<file path="src/rtl/dtt_pkg.sv">
package dtt_pkg;
   typedef enum logic {
      EVT_EDGE   = 1'b0,
      EVT_WINDOW = 1'b1
   } evt_mode_e;
endpackage

</file>
<file path="src/rtl/dtt_filter.sv">
module dtt_filter #(
   parameter int W = 8
) (
   input  logic         clk,
   input  logic         rst_n,
   input  logic [W-1:0] run_len,
   input  logic         din,
   output logic         qual
);
   logic [W-1:0] cnt;
   logic [W:0]   need;
   logic [W:0]   nxt;

   assign need = (run_len == '0) ? {{W{1'b0}}, 1'b1} : {1'b0, run_len};
   assign nxt  = {1'b0, cnt} + 1'b1;

   always_ff @(posedge clk) begin
      if (!rst_n) begin
         qual <= 1'b0;
         cnt  <= '0;
      end else if (din == qual) begin
         cnt <= '0;
      end else if (nxt >= need) begin
         qual <= din;
         cnt  <= '0;
      end else begin
         cnt <= nxt[W-1:0];
      end
   end
endmodule

</file>
<file path="src/rtl/dtt_sync_gen.sv">
module dtt_sync_gen
   import dtt_pkg::*;
#(
   parameter int WIN_W = 16
) (
   input  logic             clk,
   input  logic             rst_n,
   input  logic             act,
   input  evt_mode_e        mode,
   input  logic [WIN_W-1:0] win_len,
   output logic             pulse
);
   logic             act_d;
   logic [WIN_W-1:0] tmr;
   logic             fire;

   assign fire = act & ((mode == EVT_WINDOW) ? (tmr == '0) : !act_d);

   always_ff @(posedge clk) begin
      if (!rst_n) begin
         act_d <= 1'b0;
         pulse <= 1'b0;
         tmr   <= '0;
      end else begin
         act_d <= act;
         pulse <= fire;
         if (!act || mode == EVT_EDGE) begin
            tmr <= '0;
         end else if (fire) begin
            tmr <= win_len;
         end else if (tmr != '0) begin
            tmr <= tmr - 1'b1;
         end
      end
   end
endmodule

</file>
<file path="src/rtl/dtt_trip_latch.sv">
module dtt_trip_latch (
   input  logic clk,
   input  logic rst_n,
   input  logic set,
   input  logic clr,
   output logic q
);
   always_ff @(posedge clk) begin
      if (!rst_n) begin
         q <= 1'b0;
      end else if (clr) begin
         q <= 1'b0;
      end else if (set) begin
         q <= 1'b1;
      end
   end
endmodule

</file>
<file path="src/rtl/dual_thresh_trip.sv">
module dual_thresh_trip
   import dtt_pkg::*;
#(
   parameter int FILT_W          = 8,
   parameter int WIN_W           = 16,
   parameter bit LO_ACTIVE_BELOW = 1'b0
) (
   input  logic              clk,
   input  logic              rst_n,
   input  logic [FILT_W-1:0] cfg_filt_len,
   input  logic              cfg_blank_mode,
   input  logic [WIN_W-1:0]  cfg_blank_len,
   input  logic              hi_cmp_i,
   input  logic              lo_cmp_i,
   output logic              trip_o,
   output logic              sync_o
);
   localparam int FILT_MAX = (1 << FILT_W) - 1;

   if (FILT_W < 1 || FILT_W > 16) begin : g_bad_filt_w
      $error("dual_thresh_trip: FILT_W out of range");
   end
   if (WIN_W < 1 || WIN_W > 32) begin : g_bad_win_w
      $error("dual_thresh_trip: WIN_W out of range");
   end
   if (FILT_MAX < 1) begin : g_bad_filt_max
      $error("dual_thresh_trip: filter length range empty");
   end

   logic      hi_qual;
   logic      lo_act;
   evt_mode_e evt_mode;

   if (LO_ACTIVE_BELOW) begin : g_lo_direct
      assign lo_act = lo_cmp_i;
   end else begin : g_lo_invert
      assign lo_act = ~lo_cmp_i;
   end

   assign evt_mode = cfg_blank_mode ? EVT_WINDOW : EVT_EDGE;

   dtt_filter #(.W(FILT_W)) u_filt (
      .clk     (clk),
      .rst_n   (rst_n),
      .run_len (cfg_filt_len),
      .din     (hi_cmp_i),
      .qual    (hi_qual)
   );

   dtt_sync_gen #(.WIN_W(WIN_W)) u_sync (
      .clk     (clk),
      .rst_n   (rst_n),
      .act     (lo_act),
      .mode    (evt_mode),
      .win_len (cfg_blank_len),
      .pulse   (sync_o)
   );

   dtt_trip_latch u_latch (
      .clk   (clk),
      .rst_n (rst_n),
      .set   (hi_qual),
      .clr   (sync_o),
      .q     (trip_o)
   );
endmodule

</file>
<file path="config.mk">
export PLATFORM = sky130hd
export DESIGN_NAME = dual_thresh_trip
export DESIGN_NICKNAME = d
export VERILOG_FILES = /design/src/rtl/dtt_pkg.sv /design/src/rtl/dtt_filter.sv /design/src/rtl/dtt_sync_gen.sv /design/src/rtl/dtt_trip_latch.sv /design/src/rtl/dual_thresh_trip.sv
export SDC_FILE = /design/constraint.sdc
export NUM_CORES = 1
export LEC_CHECK = 0
export BUFFER_PORTS_ARGS = -buffer_cell sky130_fd_sc_hd__buf_2
export CORE_UTILIZATION = 54
export CTS_CLUSTER_DIAMETER = 200
export CTS_CLUSTER_SIZE = 30
export DETAILED_ROUTE_END_ITERATION = 8
export PLACE_DENSITY = 0.78
export SKIP_LAST_GASP = 1
export SLEW_MARGIN = 20
export SYNTH_ARGS = -nofsm -noshare
export SYNTH_HDL_FRONTEND = slang
export SYNTH_SLANG_ARGS = --single-unit
</file>
<file path="constraint.sdc">
create_clock -name clk -period 3 [get_ports clk]
set_clock_uncertainty 0.15 [all_clocks]
set_input_delay 0.45 -clock clk [delete_from_list [all_inputs] [get_ports clk]]
set_output_delay 0.45 -clock clk [all_outputs]
set_load 0.01 [all_outputs]
</file>
* Yosys cells after proc, flatten, opt, wreduce, memory -nomap -nowiden
Cells that the tools add are included.
** Operators by class
- $add $sub $neg :: 2
- Magnitude comparators :: 1
- Divide/modulo/power cells :: 0
- Reduce and logical (&&, ||, !) cells :: 10
- Bitwise gates (word level) :: 5
- Multiplexer cells :: 5
- Multipliers :: 0
- Equal/unequal tests :: 1
- Shifts and indexed selects :: 0
** Operators by type and width (count)
- two-way mux 16 bit :: 2
- logical NOT 16 bit :: 1
- nonzero test 16 bit :: 1
- subtractor 16 x 1 -> 16 bit, second input constant :: 1
- adder 8 x 1 -> 9 bit, second input constant :: 1
- >= comparator 9 bit :: 1
- logical NOT 8 bit :: 1
- two-way mux 8 bit :: 1
- inverter 1 bit :: 4
- OR reduction 2 bit :: 2
- OR reduction 3 bit :: 1
- two-way mux 1 bit :: 2
- AND reduction 2 bit :: 1
- nonzero test 2 bit :: 1
- AND 1 bit :: 1
- equality test 1 bit :: 1
- logical NOT 1 bit :: 1
- logical OR 1 bit :: 1
** Storage, ports and cells
- Memories kept :: 0
- Input port bits :: 29
- Register bits :: 28
- Bits in read-only memories :: 0
- Latch bits :: 0
- RAM bits :: 0
- Logic and storage cells :: 30
- Output and inout port bits :: 2

* Logic depth before layout (Yosys ltp)
Gate-level depths: netlist of the first run.
- Depth in word-level cells :: 4
- Gate-level depth with buffers :: 9
- Gate-level depth less buffers :: 9

* By module
Synthesis of the first run repeated with hierarchy kept, for this count alone.
** Second synthesis, totals
- Cells, all modules :: 184
- Area, all modules :: 1745.4 um2
** By module, submodules not included
- dtt_sync_gen :: sequential area each 360.3 um2, cells each 113, times used 1, area an instance 1084.8 um2
- dtt_filter :: sequential area each 180.2 um2, cells each 67, times used 1, area an instance 620.6 um2
- dtt_trip_latch :: sequential area each 20.0 um2, cells each 3, times used 1, area an instance 36.3 um2
- dual_thresh_trip :: sequential area each 0.0 um2, cells each 1, times used 1, area an instance 3.8 um2

* Least setup slack after synthesis of the first run
Ideal clock, no wire load.
- Kind :: register to register
- Start point :: reg u_filt.cnt[2]
- End point :: reg u_filt.cnt[2]
- Setup slack :: 0.666 ns
- Library setup time :: 0.070 ns
- Path buffers :: 0
- Period minus slack after synthesis :: 2.334 ns
- Cell stages (with the launch flop) :: 10
- Arrival :: 2.114 ns
- Data required time :: 2.780 ns
- Path through :: dfxtp_1 -> nand3_1 -> nor2_1 -> xor2_1 -> ha_1 -> a21o_1 -> a21o_1 -> a221oi_1 -> o2111ai_1 -> nor2b_1
** On the way
- Word-level cells in the longest chain between the ends :: 3
** RTL lines
- from (decl) :: RTL line dtt_filter.sv:10 : logic [W-1:0] cnt;
- from (signal assigned) :: RTL line dtt_filter.sv:27 : cnt <= nxt[W-1:0];
- adder 8 x 1 -> 9 bit :: RTL line dtt_filter.sv:15 : assign nxt = {1'b0, cnt} + 1'b1;
- named net u_filt.nxt[5] :: RTL line dtt_filter.sv:12 : logic [W:0] nxt;
- >= comparator 9 bit :: RTL line dtt_filter.sv:23 : end else if (nxt >= need) begin
- OR reduction 3 bit (no line)
The timed path passes the listed nets, and every way through them passes these cells.
A chain may end at the register's enable or synchronous reset.

* Worst setup path after layout of the first run
- Start point :: reg u_filt.cnt[2]
- End point :: reg u_filt.cnt[6]
The elaborated chain is that of the path after synthesis.

==> tab_implementation.tex, run 1 <==
\begin{tabular}{lr}
\hline
Metric & Value \\
\hline
\multicolumn{2}{l}{\textbf{Setup path}} \\
\quad R2r startpoint & u\_filt.cnt[2] \\
\quad Critical-path maximum fanout & 8 \\
\quad Type of the worst setup path & reg -> reg \\
\quad CP arrival & around 2.9 ns \\
\quad Number of cells on the worst reg-to-reg path & 9 \\
\quad Launching instance or port of the critical path & u\_filt.cnt[2] \\
\quad Critical path capture point type & flip-flop \\
\quad Worst setup SP type & flip-flop \\
\quad Worst path required time & roughly 3.1 ns \\
\multicolumn{2}{l}{\textbf{Placement}} \\
\quad Gpl congestion & between 0.8 and 0.9 \\
\quad Post-place setup slack & between 0.2 and 0.3 ns \\
\quad Number of port buffers & 30 \\
\quad Cell area after placement & $\sim$1800 um\^{}2 \\
\quad Number of placed instances with taps included & about 240 \\
\quad Placed wire-length estimate & 2480 um \\
\multicolumn{2}{l}{\textbf{Synthesis}} \\
\quad Share of the synthesized area in the top cell type & 0.355 \\
\quad Average footprint of a synthesized cell & around 8.7 um\^{}2 \\
\quad Syn Nets & 220 \\
\quad Netlist area before placement & around 1600 um\^{}2 \\
\quad Post-synthesis cell type count & 38 \\
\quad Number of flip-flops and latches in the synthesized netlist & 28 \\
\quad Number of warning messages in the yosys log & 0 \\
\quad Top cells by area, synth & sky130\_fd\_sc\_hd\_\_dfxtp\_1 (35\%), sky130\_fd\_sc\_hd\_\_ha\_1 (7.9\%), sky130\_fd\_sc\_hd\_\_nor2\_1 (5.7\%), sky130\_fd\_sc\_hd\_\_xor2\_1 (5.5\%), sky130\_fd\_sc\_hd\_\_xnor2\_1 (5.0\%) \\
\quad Number of flops mapped to enable cells by yosys & 0 \\
\quad Commonest register cell after synthesis & sky130\_fd\_sc\_hd\_\_dfxtp\_1 \\
\quad Top cell types by occurrence after synthesis & sky130\_fd\_sc\_hd\_\_dfxtp\_1 (28), sky130\_fd\_sc\_hd\_\_nor2\_1 (24), sky130\_fd\_sc\_hd\_\_inv\_1 (12), sky130\_fd\_sc\_hd\_\_nand2\_1 (11) \\
\quad Top cell type by total area after synthesis & sky130\_fd\_sc\_hd\_\_dfxtp\_1 \\
\quad Post-synthesis async set-or-reset flop share & 0 \\
\quad Part of the Yosys area used for sequential elements & 0.355 \\
\quad Cell with the most instances after synthesis & sky130\_fd\_sc\_hd\_\_dfxtp\_1 \\
\quad Cell count after synthesis & about 180 \\
\multicolumn{2}{l}{\textbf{Power}} \\
\quad Power Dens Cells & approximately 500 nW/um\^{}2 \\
\quad Proportion of power drawn by combinational gates & 0.272 \\
\quad P\_sw & roughly 0.26 mW \\
\quad Internal power & around 0.64 mW \\
\quad Worst vdd rail ir drop & around 0.00037 V \\
\quad Clock Power Share & 0.274 \\
\quad Pleak & roughly 0.88 nW \\
\quad Switching share of power & 0.291 \\
\quad Total power after layout & 0.899 mW \\
\quad Reg power frac & 0.455 \\
\multicolumn{2}{l}{\textbf{Timing}} \\
\quad Hold WS & $\sim$0.17 ns \\
\quad Setup violation total in the final timing report & 0 \\
\quad Ratio of final minimum period to clock period & 0.909 \\
\quad Tightest Pin Transition & roughly 0.65 ns \\
\quad RSZ-0062 raised after global routing & false \\
\quad Fin worst setup slack & $\sim$0.27 ns \\
\quad Upper clock frequency limit & between 300 and 400 MHz \\
\quad Number of endpoints with negative hold slack in the final report & 0 \\
\quad Clock period minus final worst setup slack & around 2.7 ns \\
\quad Number of max-slew violations in the final report & 0 \\
\quad Worst slew slack as a fraction of its limit & 0.568 \\
\quad Setup total negative slack & 0 ns \\
\multicolumn{2}{l}{\textbf{Global route}} \\
\quad Vias in the first global route & approximately 1,400 \\
\quad First-pass GRT wire length & roughly 5500 um \\
\quad Global route overflow & 0 \\
\quad Maximum number of pins on one net before global-route repair & 17 \\
\quad Total routing usage reported by global routing & 0.217 \\
\quad Initial antenna violation count & 0 \\
\multicolumn{2}{l}{\textbf{Clock tree}} \\
\quad Number of CTS-inserted buffers & 3 \\
\quad Buffer depth of the longest clock path & 2 \\
\quad Skew-Pair Late Insertion Delay & about 0.33 ns \\
\quad H-tree lvl count & 1 \\
\quad Buffer count from post-CTS setup fixing & 0 \\
\quad Clock tree root buffer cell & sky130\_fd\_sc\_hd\_\_clkbuf\_4 \\
\quad Clk slew on worst S/H paths & 0.16 ns \\
\quad Number of hold buffers added after cts & 0 \\
\quad Sink Count & 28 \\
\quad CTS tree & yes \\
\quad Post\_cts resized & 0 \\
\multicolumn{2}{l}{\textbf{Route}} \\
\quad Number of DRC markers in iteration 0 & 39 \\
\quad Remaining routing DRC violations & 0 \\
\quad Detailed-routing iteration count for the pre-antenna-repair pass & 6 \\
\quad Wire length per cell after detailed routing & roughly 13 um \\
\quad Mean number of vias per cell & about 5.7 \\
\quad Remaining antenna violation count & 0 \\
\quad Vias after detailed routing & approximately 1,400 \\
\quad Final Routed Wirelength & 3170 um \\
\multicolumn{2}{l}{\textbf{Cells and area}} \\
\quad Diode count & 0 \\
\quad Count of non-filler cells in the finished layout & around 240 \\
\quad Fill cell total of the finished layout & roughly 240 \\
\quad Seq. cell area & about 560 um\^{}2 \\
\quad Post-route cell area & between 1500 and 2000 um\^{}2 \\
\quad Fin util & 0.658 \\
\quad Area occupied by multi-input gates & 946 um\^{}2 \\
\quad Fraction of layout instances using a drive strength above 1 & 0.193 \\
\quad Net count of the finished layout & 252 \\
\quad Layout Area Growth over Synthesis & 15.0\% \\
\multicolumn{2}{l}{\textbf{Min path}} \\
\quad Hold Path Origin & lo\_cmp\_i \\
\quad Path category of the worst min-delay check & in -> reg \\
\quad Hold-critical path depth & 2 \\
\multicolumn{2}{l}{\textbf{Floorplanning}} \\
\quad Initial Util & 0.573 \\
\quad FP Rows & 19 \\
\quad Core Box Area & 2760 um\^{}2 \\
\quad Area enclosed by the die boundary & roughly 3100 um\^{}2 \\
\quad Die Y & between 50 and 60 um \\
\quad Die X & about 56 um \\
\quad Top Ports & 31 \\
\multicolumn{2}{l}{\textbf{Run status}} \\
\quad Status & finished clean \\
\multicolumn{2}{l}{\textbf{Run}} \\
\quad Max Cap Violations & 0 \\
\hline
\end{tabular}
-- cell usage in the layout, fill, tap and decap left out, types with 2 or more instances in the layout --
master and instances:
sky130_fd_sc_hd__clkbuf_4 3, sky130_fd_sc_hd__xor2_1 10, sky130_fd_sc_hd__xnor2_1 9, sky130_fd_sc_hd__nor2_1 24, sky130_fd_sc_hd__mux2i_1 4, sky130_fd_sc_hd__o21ai_0 2, sky130_fd_sc_hd__nand3b_1 2, sky130_fd_sc_hd__nand2_1 11
sky130_fd_sc_hd__a311oi_1 6, sky130_fd_sc_hd__inv_1 12, sky130_fd_sc_hd__a211oi_1 6, sky130_fd_sc_hd__and4_1 2, sky130_fd_sc_hd__ha_1 10, sky130_fd_sc_hd__nor4_1 2, sky130_fd_sc_hd__nor2b_1 6, sky130_fd_sc_hd__a21o_1 4
sky130_fd_sc_hd__or4_1 3, sky130_fd_sc_hd__or3_1 4, sky130_fd_sc_hd__buf_4 3, sky130_fd_sc_hd__a21oi_1 4, sky130_fd_sc_hd__nand2b_1 2, sky130_fd_sc_hd__nor3_1 5, sky130_fd_sc_hd__dfxtp_1 28, sky130_fd_sc_hd__buf_2 30
sky130_fd_sc_hd__nand3_1 6
-- critical path, stage by stage, from the launching register on --
cell and delay (ns):
sky130_fd_sc_hd__dfxtp_1 0.41, sky130_fd_sc_hd__nand3_1 0.13, sky130_fd_sc_hd__nor2_1 0.18, sky130_fd_sc_hd__xor2_1 0.22
sky130_fd_sc_hd__ha_1 0.27, sky130_fd_sc_hd__a21o_1 0.16, sky130_fd_sc_hd__a21o_1 0.17, sky130_fd_sc_hd__a221oi_1 0.36
sky130_fd_sc_hd__o2111ai_1 0.40, sky130_fd_sc_hd__nor2b_1 0.24
-- final timing paths --
kind	to	slack [ns]
worst min register to register	u_latch.q	0.27
worst min-delay path	u_sync.act_d	0.17
worst max register to register	u_filt.cnt[6]	0.27
worst max-delay path	u_filt.cnt[6]	0.27
-- area by class of cell --
cell class                      count  area share
Sequential cell                    28       0.309
Clock inverter                      1      0.0165
Timing Repair Buffer               33      0.0951
Multi-Input combinational cell    135       0.521
Clock buffer                        3      0.0124
Inverter                           12      0.0248
Tap cell                           31      0.0214
-- power by group through the flow --
| stage | clock network, mW | logic, mW | registers [mW] |
|---|---|---|---|
| 4_1_cts | 0.251 | 0.245 | 0.409 |
| 3_5_place_dp | 0 | 0.242 | 0.417 |
| 3_3_place_gp | 0 | 0.235 | 0.416 |
| 6_report | 0.246 | 0.244 | 0.409 |
| 2_1_floorplan | 0 | 0.182 | 0.414 |
| 5_1_grt | 0.261 | 0.278 | 0.412 |
-- flip-flops by register name (all words and copies together) (netlist names) --
register	flops
u_sync.pulse	1
u_filt.cnt	8
u_sync.act_d	1
u_sync.tmr	16
u_filt.qual	1
u_latch.q	1
-- cell families after synthesis --
logic type,share of synthesized area
DFF,0.355
muxes,0.0254
and+or+nand+nor,0.252
xor gates and xnor gates,0.105
adders and majority gates,0.0792
buffers and inverters,0.0460
AOI/OAI and AO/OA,0.137
-- routing by layer --
layer  GRT usage  up-vias  routed length, um
met5           0        -                  0
met4      0.0697        0                 31
li1            -      704                  -
met2       0.415       30               1670
met1       0.250      637               1380
met3      0.0209        4                 91
Note: power is estimated with default switching activity, not from simulation.
==> inputs of run 2 (changes only) <==
Settings changed: CORE_ASPECT_RATIO from default to 0.6.
==> tab_implementation.tex, run 2 (synthesis results as in run 1) <==
\begin{tabular}{lr}
\hline
Metric & Value \\
\hline
\multicolumn{2}{l}{\textbf{Run status}} \\
\quad Status & finished clean \\
\multicolumn{2}{l}{\textbf{Timing}} \\
\quad Setup violation total in the final timing report & 0 (unchanged) \\
\quad Fin worst setup slack & 0.327 ns (+0.0551 ns) \\
\quad RSZ-0062 raised after global routing & false \\
\quad Number of max-slew violations in the final report & 0 (unchanged) \\
\quad Number of endpoints with negative hold slack in the final report & 0 (unchanged) \\
\quad Tightest Pin Transition & 0.771 ns (+0.123 ns) \\
\quad Upper clock frequency limit & 374 MHz (+2.1\%) \\
\quad Setup total negative slack & 0 ns (unchanged) \\
\quad Worst slew slack as a fraction of its limit & 0.486 (-0.0816) \\
\quad Clock period minus final worst setup slack & 2.67 ns (-0.0551 ns) \\
\quad Ratio of final minimum period to clock period & 0.891 (-0.0184) \\
\multicolumn{2}{l}{\textbf{Route}} \\
\quad Remaining routing DRC violations & 0 (unchanged) \\
\quad Number of DRC markers in iteration 0 & 99 (+150\%) \\
\quad Final Routed Wirelength & 3390 um (+6.9\%) \\
\quad Remaining antenna violation count & 0 (unchanged) \\
\quad Vias after detailed routing & 1,372 (-0.22\%) \\
\quad Mean number of vias per cell & 5.65 (-0.22\%) \\
\quad Wire length per cell after detailed routing & 14.0 um (+6.9\%) \\
\quad Detailed-routing iteration count for the pre-antenna-repair pass & 4 (-2) \\
\multicolumn{2}{l}{\textbf{Floorplanning}} \\
\quad Die Y & 43.9 um (-22\%) \\
\quad Initial Util & 0.601 (+0.0284) \\
\quad Core Box Area & 2630 um\^{}2 (-4.7\%) \\
\quad FP Rows & 14 (-5) \\
\quad Die X & 71.8 um (+28\%) \\
\quad Top Ports & 31 (unchanged) \\
\quad Area enclosed by the die boundary & 3150 um\^{}2 (+0.22\%) \\
\multicolumn{2}{l}{\textbf{Cells and area}} \\
\quad Diode count & 0 (unchanged) \\
\quad Fill cell total of the finished layout & 218 (-9.9\%) \\
\quad Register with the most flip-flops & u\_sync.tmr \\
\quad Fraction of layout instances using a drive strength above 1 & 0.194 (+0.000917) \\
\quad Flip-flop count of the largest register after layout & 16 (unchanged) \\
\quad Layout Area Growth over Synthesis & 15.1\% \\
\quad Count of non-filler cells in the finished layout & 243 (unchanged) \\
\quad Most frequent cells in the layout & sky130\_fd\_sc\_hd\_\_buf\_2 (30), sky130\_fd\_sc\_hd\_\_dfxtp\_1 (28), sky130\_fd\_sc\_hd\_\_nor2\_1 (24) \\
\quad Post-route cell area & 1820 um\^{}2 (+0.14\%) \\
\quad Registers with the highest flip-flop counts & u\_sync.tmr: 16 flops, u\_filt.cnt: 8 flops \\
\quad Most common cell after layout, fill and taps aside & sky130\_fd\_sc\_hd\_\_buf\_2 \\
\quad Net count of the finished layout & 251 (-0.40\%) \\
\multicolumn{2}{l}{\textbf{Power}} \\
\quad Worst vdd rail ir drop & 0.000270 V (-28\%) \\
\quad Pleak & 0.878 nW (-0.27\%) \\
\quad Power Dens Cells & 489 nW/um\^{}2 (-1.3\%) \\
\multicolumn{2}{l}{\textbf{Placement}} \\
\quad Post-place setup slack & 0.242 ns (-0.0477 ns) \\
\quad Gpl congestion & 0.874 (+7.2\%) \\
\quad Cell area after placement & 1760 um\^{}2 (-0.36\%) \\
\quad Placed wire-length estimate & 2620 um (+5.4\%) \\
\quad Number of placed instances with taps included & 239 (unchanged) \\
\quad Number of port buffers & 30 (unchanged) \\
\multicolumn{2}{l}{\textbf{Setup path}} \\
\quad Critical-path maximum fanout & 8 (unchanged) \\
\quad Type of the worst setup path & reg -> reg \\
\quad Critical path capture point type & flip-flop \\
\quad Critical path's slowest cell & sky130\_fd\_sc\_hd\_\_dfxtp\_1 \\
\quad Slowest cell delay on critical path & 0.41 ns (about the same) \\
\quad Worst setup SP type & flip-flop \\
\quad Ordered list of cells on the worst path & ha\_1, nand2\_1, nor2\_1, xor2\_1, ha\_1, a21o\_1, a221oi\_1, o2111ai\_2, nor2\_1 \\
\quad CP arrival & 2.73 ns (-0.12 ns) \\
\quad Worst path required time & 3.06 ns (-0.06 ns) \\
\multicolumn{2}{l}{\textbf{Min path}} \\
\quad Path category of the worst min-delay check & in -> reg \\
\multicolumn{2}{l}{\textbf{Clock tree}} \\
\quad H-tree lvl count & 1 (unchanged) \\
\quad Number of CTS-inserted buffers & 3 (unchanged) \\
\quad Sink Count & 28 (unchanged) \\
\quad Buffer depth of the longest clock path & 2 (unchanged) \\
\quad Number of hold buffers added after cts & 0 (unchanged) \\
\quad Clock tree root buffer cell & sky130\_fd\_sc\_hd\_\_clkbuf\_8 \\
\quad Clk slew on worst S/H paths & 0.09 ns (-0.07 ns) \\
\quad Skew-Pair Late Insertion Delay & 0.27 ns (-0.06 ns) \\
\quad CTS tree & yes \\
\multicolumn{2}{l}{\textbf{Global route}} \\
\quad Vias in the first global route & 1,279 (-6.2\%) \\
\quad Global route overflow & 0 (unchanged) \\
\quad Initial antenna violation count & 0 (unchanged) \\
\quad Total routing usage reported by global routing & 0.245 (+0.0278) \\
\quad First-pass GRT wire length & 5930 um (+7.5\%) \\
\quad Maximum number of pins on one net before global-route repair & 20 (+3) \\
\multicolumn{2}{l}{\textbf{Run}} \\
\quad Max Cap Violations & 0 (unchanged) \\
\hline
\end{tabular}
[run 2: worst max-delay path, delay by kind of cell (launching register included)]
| family | cells | cell delay [ns] |
|---|---|---|
| flops | 1 | 0.41 |
| simple gates | 3 | 0.42 |
| xor+xnor | 1 | 0.20 |
| fa+ha+maj | 2 | 0.51 |
| compound gates | 3 | 0.91 |
[run 2: worst paths after layout]
path,to,startpoint,slack (ns),cells after the start
hold / removal,u_sync.act_d,lo_cmp_i,0.23,2
setup reg to reg,u_filt.cnt[1],u_filt.cnt[0],0.33,9
hold reg to reg,u_latch.q,u_sync.pulse,0.28,1
setup / recovery,u_filt.cnt[1],u_filt.cnt[0],0.33,9
[run 2: repair_timing]
action / CTS / global route
setup buffers: 0 / 0
resized for setup: 0 / 1
setup endpoints to repair: 0 / 1
[run 2: cell type report]
class / instances / area (um^2) / share of cell area
multi-input combinational: 135 / 952 / 0.524
sequential: 28 / 561 / 0.308
timing repair buffer: 32 / 165 / 0.0908
clock buffer: 4 / 55.1 / 0.0303
inverter: 12 / 45.0 / 0.0248
tap: 32 / 40.0 / 0.0220
[run 2: report_power, final]
group,switching (mW),internal [mW]
clock,0.116,0.118
sequential,0.0204,0.389
combinational,0.134,0.111
[run 2: metal layers]
metal,routed length [um],part of all wire,vias up,GRT usage
li1,-,-,702,-
met1,1770,0.52,634,0.338
met2,1470,0.43,34,0.404
met3,143,0.042,2,0.0581
met4,6,0.0018,0,0.0353
met5,0,0,-,0
[run 2: through the flow]
step           utilization  hold WS, ns  power (mW)
2_1_floorplan            -        0.295       0.596
3_3_place_gp         0.669        0.258       0.650
3_5_place_dp         0.669        0.261       0.657
4_1_cts              0.690        0.228       0.890
5_1_grt              0.692        0.222       0.936
6_report             0.692        0.233       0.889
